--- config.mk ---
export PLATFORM = sky130hd
export DESIGN_NAME = fsync_top
export DESIGN_NICKNAME = d
export VERILOG_FILES = /design/src/rtl/fsync_pkg.sv /design/src/rtl/fsync_ctrl.sv /design/src/rtl/fsync_dp.sv /design/src/rtl/fsync_top.sv
export SDC_FILE = /design/constraint.sdc
export NUM_CORES = 1
export LEC_CHECK = 0
export BUFFER_PORTS_ARGS = -buffer_cell sky130_fd_sc_hd__buf_2
export CORE_UTILIZATION = 30
export DETAILED_ROUTE_END_ITERATION = 7
export PLACE_DENSITY = 0.58
export REMOVE_ABC_BUFFERS = 1
export SLEW_MARGIN = 20
export SYNTH_ARGS = -nofsm -noshare
export SYNTH_HDL_FRONTEND = slang
export SYNTH_HIERARCHICAL = 1
export SYNTH_SLANG_ARGS = --single-unit
export TNS_END_PERCENT = 50
--- constraint.sdc ---
create_clock -name clk -period 2 [get_ports clk]
set_input_delay 0.2 -clock clk [delete_from_list [all_inputs] [get_ports clk]]
set_output_delay 0.2 -clock clk [all_outputs]
set_load 0.05 [all_outputs]
--- src/rtl/fsync_pkg.sv ---
package fsync_pkg;
  localparam int CNT_W = 9;
  localparam int SLOT_SHIFT = 3;

  typedef enum logic [1:0] {
    MODE_T1  = 2'd0,
    MODE_E1  = 2'd1,
    MODE_HS4 = 2'd2,
    MODE_HS2 = 2'd3
  } fsMode_e;

  typedef struct packed {
    logic             realign;
    logic             mismatch;
    logic [CNT_W-1:0] loadVal;
  } fsStrobe_t;
endpackage

--- src/rtl/fsync_ctrl.sv ---
module fsync_ctrl
  import fsync_pkg::*;
#(
  parameter int E1_LEN = 256
) (
  input  logic             clk,
  input  logic             rstN,
  input  fsMode_e          mode,
  input  logic             syncDirIn,
  input  logic             syncIn,
  input  logic [CNT_W-1:0] bitPos,
  output fsStrobe_t        strobe,
  output logic             inputMode
);
  localparam logic [CNT_W-1:0] HS4_EXPECT = CNT_W'(E1_LEN - 2);
  localparam logic [CNT_W-1:0] HS2_EXPECT = CNT_W'(E1_LEN - 1);

  logic syncPrev;
  logic syncEdge;
  logic [CNT_W-1:0] expectPos;
  logic [CNT_W-1:0] loadVal;

  always_ff @(posedge clk or negedge rstN) begin
    if (!rstN) syncPrev <= 1'b0;
    else       syncPrev <= syncIn;
  end

  assign inputMode = (mode == MODE_HS4) || (mode == MODE_HS2) || syncDirIn;
  assign syncEdge  = inputMode && syncIn && !syncPrev;

  always_comb begin
    unique case (mode)
      MODE_HS4: begin expectPos = HS4_EXPECT; loadVal = HS2_EXPECT; end
      MODE_HS2: begin expectPos = HS2_EXPECT; loadVal = '0; end
      default:  begin expectPos = '0;         loadVal = CNT_W'(1); end
    endcase
  end

  always_comb begin
    strobe.realign  = syncEdge;
    strobe.mismatch = syncEdge && (bitPos != expectPos);
    strobe.loadVal  = loadVal;
  end

  // a held sync never yields two edges in a row
  a_r11_single_edge: assert property (@(posedge clk) disable iff (!rstN)
    strobe.realign |=> !strobe.realign);

  // a mismatch is only ever reported together with a realignment
  a_r8_mismatch_edge: assert property (@(posedge clk) disable iff (!rstN)
    strobe.mismatch |-> strobe.realign);
endmodule

--- src/rtl/fsync_dp.sv ---
module fsync_dp
  import fsync_pkg::*;
#(
  parameter int T1_LEN = 193,
  parameter int E1_LEN = 256
) (
  input  logic                        clk,
  input  logic                        rstN,
  input  fsMode_e                     mode,
  input  logic                        t1Map,
  input  logic                        clearMisalign,
  input  logic                        inputMode,
  input  fsStrobe_t                   strobe,
  output logic [CNT_W-1:0]            bitPos,
  output logic [CNT_W-SLOT_SHIFT-1:0] slotIdx,
  output logic                        dontCare,
  output logic                        misalign,
  output logic                        syncOut,
  output logic                        syncOe
);
  localparam logic [CNT_W-1:0] T1_LAST = CNT_W'(T1_LEN - 1);
  localparam logic [CNT_W-1:0] E1_LAST = CNT_W'(E1_LEN - 1);

  logic [CNT_W-1:0] cnt;
  logic [CNT_W-1:0] lastBit;
  logic             hsMode;

  assign lastBit = (mode == MODE_T1) ? T1_LAST : E1_LAST;
  assign hsMode  = (mode == MODE_HS4) || (mode == MODE_HS2);

  always_ff @(posedge clk or negedge rstN) begin
    if (!rstN)                cnt <= '0;
    else if (strobe.realign)  cnt <= strobe.loadVal;
    else if (cnt >= lastBit)  cnt <= '0;
    else                      cnt <= cnt + 1'b1;
  end

  always_ff @(posedge clk or negedge rstN) begin
    if (!rstN)                misalign <= 1'b0;
    else if (strobe.mismatch) misalign <= 1'b1;
    else if (clearMisalign)   misalign <= 1'b0;
  end

  assign bitPos   = cnt;
  assign slotIdx  = cnt[CNT_W-1:SLOT_SHIFT];
  assign dontCare = hsMode && t1Map && (slotIdx[1:0] == 2'b11);
  assign syncOe   = !inputMode;
  assign syncOut  = !inputMode && (cnt == '0);

  a_r2_wrap: assert property (@(posedge clk) disable iff (!rstN)
    (!strobe.realign && cnt == lastBit) |=> (cnt == '0));

  a_r3_one_pulse: assert property (@(posedge clk) disable iff (!rstN)
    syncOut |=> !syncOut);

  a_r4_no_drive: assert property (@(posedge clk) disable iff (!rstN)
    !syncOe |-> !syncOut);

  a_r6_realign_load: assert property (@(posedge clk) disable iff (!rstN)
    strobe.realign |=> (cnt == $past(strobe.loadVal)));

  a_r8_set: assert property (@(posedge clk) disable iff (!rstN)
    strobe.mismatch |=> misalign);

  a_r8_sticky: assert property (@(posedge clk) disable iff (!rstN)
    (misalign && !clearMisalign) |=> misalign);

  a_r10_dc_mode: assert property (@(posedge clk) disable iff (!rstN)
    dontCare |-> (hsMode && t1Map));
endmodule

--- src/rtl/fsync_top.sv ---
module fsync_top
  import fsync_pkg::*;
#(
  parameter int T1_LEN = 193,
  parameter int E1_LEN = 256
) (
  input  logic                        clk,
  input  logic                        rstN,
  input  logic [1:0]                  mode,
  input  logic                        syncDirIn,
  input  logic                        t1Map,
  input  logic                        syncIn,
  input  logic                        clearMisalign,
  output logic                        syncOut,
  output logic                        syncOe,
  output logic [CNT_W-1:0]            bitPos,
  output logic [CNT_W-SLOT_SHIFT-1:0] slotIdx,
  output logic                        dontCare,
  output logic                        misalign
);
  fsMode_e   modeSel;
  fsStrobe_t strobe;
  logic      inputMode;

  assign modeSel = fsMode_e'(mode);

  fsync_ctrl #(.E1_LEN(E1_LEN)) ctrl_i (
    .clk(clk), .rstN(rstN), .mode(modeSel), .syncDirIn(syncDirIn),
    .syncIn(syncIn), .bitPos(bitPos), .strobe(strobe), .inputMode(inputMode)
  );

  fsync_dp #(.T1_LEN(T1_LEN), .E1_LEN(E1_LEN)) dp_i (
    .clk(clk), .rstN(rstN), .mode(modeSel), .t1Map(t1Map),
    .clearMisalign(clearMisalign), .inputMode(inputMode), .strobe(strobe),
    .bitPos(bitPos), .slotIdx(slotIdx), .dontCare(dontCare),
    .misalign(misalign), .syncOut(syncOut), .syncOe(syncOe)
  );
endmodule

==> flow_summary.toml <==
[timing]
worst_pin_slew_ns = 0.526
period_minus_slack_ns = 1.91
rsz0062_at_grt = "false"
hold_violations = 0
clock.fmax_ghz = 0.524
finClkSkew_ns = 0.00231
worst_slack_ns = 0.0906
final_max_slew_viol_count = 0
max_slew_margin = 0.647
period_share = 0.955
finalSetupViolCount = 0

[critical_path]
rr_worst_depth = 4
crit_fanout = 2
worst_r2r_endpoint = "dp_i/bitPos[3]"
worstPathArrival_ns = 1.71
critPathLaunchType = "flop"
reg2reg_slack_ns = 0.22
cp.required_ns = 1.80
r2r_start = "dp_i/bitPos[5]"
cp-end-kind = "output port"
criticalPathCategory = "flop to output port"

[logic_synthesis]
synth_top_area_frac = 0.322
synth-edff-count = 0
ys_warn_count = 6
synthCells = 95
async_flop_share = 1.00
synth-seq-cells = 11
avgSynthCellArea_um2 = 9.01
synth_area_um2 = 856
ys_seq_area_frac = 0.322
netlist.top_cell.by_area = "dfrtp_1"
ys_types = 32
ys_dominant_reg_cell = "dfrtp_1"
yosys-top-cells-area = "dfrtp_1 (32%), buf_4 (12%), o31ai_1 (7.0%), ha_1 (5.8%), nand2_1 (5.7%)"

[placed_design]
dpl_cell_area_um2 = 995
port_buffers = 26
place.gp.congestion = 0.867
post-place-ws_ns = 0.154
place_hpwl_um = 1600

[power]
powerDensity_mw_per_mm2 = 1130
p_total_mw = 1.18
power_leakage_nw = 0.518
ir_drop_mv = 0.599

[layout]
multi_input_area_um2 = 458
mostFrequentLayoutCells = "buf_2 (25), nand2_1 (13), dfrtp_1 (11), buf_4 (11), o31ai_1 (8)"
final_common_cell = "buf_2"
nFillCells = 274
post_route_cells_drive_above_1_share = 0.430
syn2layout_area_growth_pct = 22.2
register_area_um2 = 275
diodes = 0
nNetsFinal = 134
final_cell_area_mm2 = 0.00105

[global_route]
grt_pass1_wl_um = 3450
grt_start_max_net_pins = 12
grt_pass1_vias = 771
grtUsageTotal = 0.145
antenna_found_initial = 0
grt_overflow = 0

[status]
status = "complete, no violations"

[worst_hold_path]
min_path_cells = 1
hold_start = "syncIn"
min_path_type = "primary input to flop"
hold_path_end = "ctrl_i/syncPrev"

[floorplanning]
start_util = 0.313
die_w_um = 55.4
coreArea_mm2 = 0.00273
ioPinCount = 27
rows = 19
dieArea_mm2 = 0.00307
fp.dieH_um = 55.4

[route]
drt-total-wl_um = 2070
num_vias = 763
vias_per_cell = 5.02
drt_pass1_iterations = 4
drtIter0Drc = 12
avgRoutedWirePerCell_um = 13.6
drtAntennaViolNets = 0
drc = 0

[clock_tree]
tritoncts = "yes"
path_clk_slew_ns = 0.07
cts.sink_count = 11
clk_path_buf_depth = 2
cts_setup_buffers = 0
cts.root.buffer_cell = "clkbuf_4"
cts_buffers = 3
clock_latency_ns = 0.27
htreeDepth = 1

[run]
cap_violations = 0
[worst max-delay path, stage by stage, from the launching register on]
cell	delay, ns
dfrtp_1	0.39
inv_2	0.07
ha_1	0.13
or4b_4	0.45
nor3_2	0.21
buf_6	0.19
[cell families after synthesis]
logic type	count (synthesis)	synth area share
simple gates	37	0.266
buf+inv	21	0.154
compound gates	14	0.124
flops	11	0.322
xor+xnor	7	0.0716
fa+ha+maj	4	0.0585
other cells	1	0.00438
[metrics by stage]
| stage | hold slack [ns] | TNS [ns] | std cells | util |
|---|---|---|---|---|
| 5_1_grt | 0.0267 | 0 | 152 | 0.383 |
| 4_1_cts | 0.0342 | 0 | 152 | 0.383 |
| 3_5_place_dp | 0.0876 | 0 | 147 | 0.364 |
| 3_3_place_gp | 0.0847 | 0 | 147 | 0.364 |
| 2_1_floorplan | -0.0956 | -2.60 | 79 | - |
| 6_report | 0.0420 | 0 | 152 | 0.383 |
[flip-flops by register name (all words and copies together) (netlist names)]
signal,count
dp_i/bitPos,9
dp_i/misalign,1
ctrl_i/syncPrev,1
[per-layer routing]
metal	track usage	part of all wire	vias up	routed length, um
li1	-	-	374	-
met1	0.171	0.45	362	938
met2	0.246	0.50	27	1030
met3	0.0539	0.050	0	104
met4	0.0429	0	0	0
met5	0	0	-	0
[cell usage after synthesis (2+ instances only)]
cell type / instances
o21ai_0: 2
nand3_1: 3
xor2_1: 5
nand2_1: 13
inv_1: 5
nor2_1: 4
buf_4: 14
dfrtp_1: 11
or2_2: 2
ha_1: 4
xnor2_1: 2
o31ai_1: 8
nand4_1: 3
[power breakdown]
part | internal, mW | total, mW | switching, mW
clock | 0.0773 | 0.153 | 0.0754
sequential | 0.269 | 0.294 | 0.0247
combinational | 0.236 | 0.732 | 0.496
[worst max-delay path by stage]
stage | slack [ns] | end | start | cells after the start
finish | 0.09 | syncOut | dp_i/bitPos[0] | 5
global route | 0.005 | syncOut | dp_i/bitPos[0] | 5
CTS | 0.07 | syncOut | dp_i/bitPos[0] | 5
detailed placement | 0.15 | syncOut | dp_i/bitPos[0] | 5
global placement | 0.08 | syncOut | dp_i/bitPos[0] | 5
floorplan | -0.85 | syncOut | dp_i/bitPos[6] | 2
[cell type report]
class / instances / area share
multi-input combinational: 63 / 0.438
sequential: 11 / 0.263
timing repair buffer: 38 / 0.219
tap: 31 / 0.0371
clock buffer: 4 / 0.0251
inverter: 5 / 0.0179
[timing repair]
item / CTS / global route
setup endpoints to repair: 1 / 0
gates resized for setup: 5 / 0
hold buffers: 1 / 0
endpoints found under the hold margin: 11 / 0
Note: power is estimated with default switching activity, not from simulation.
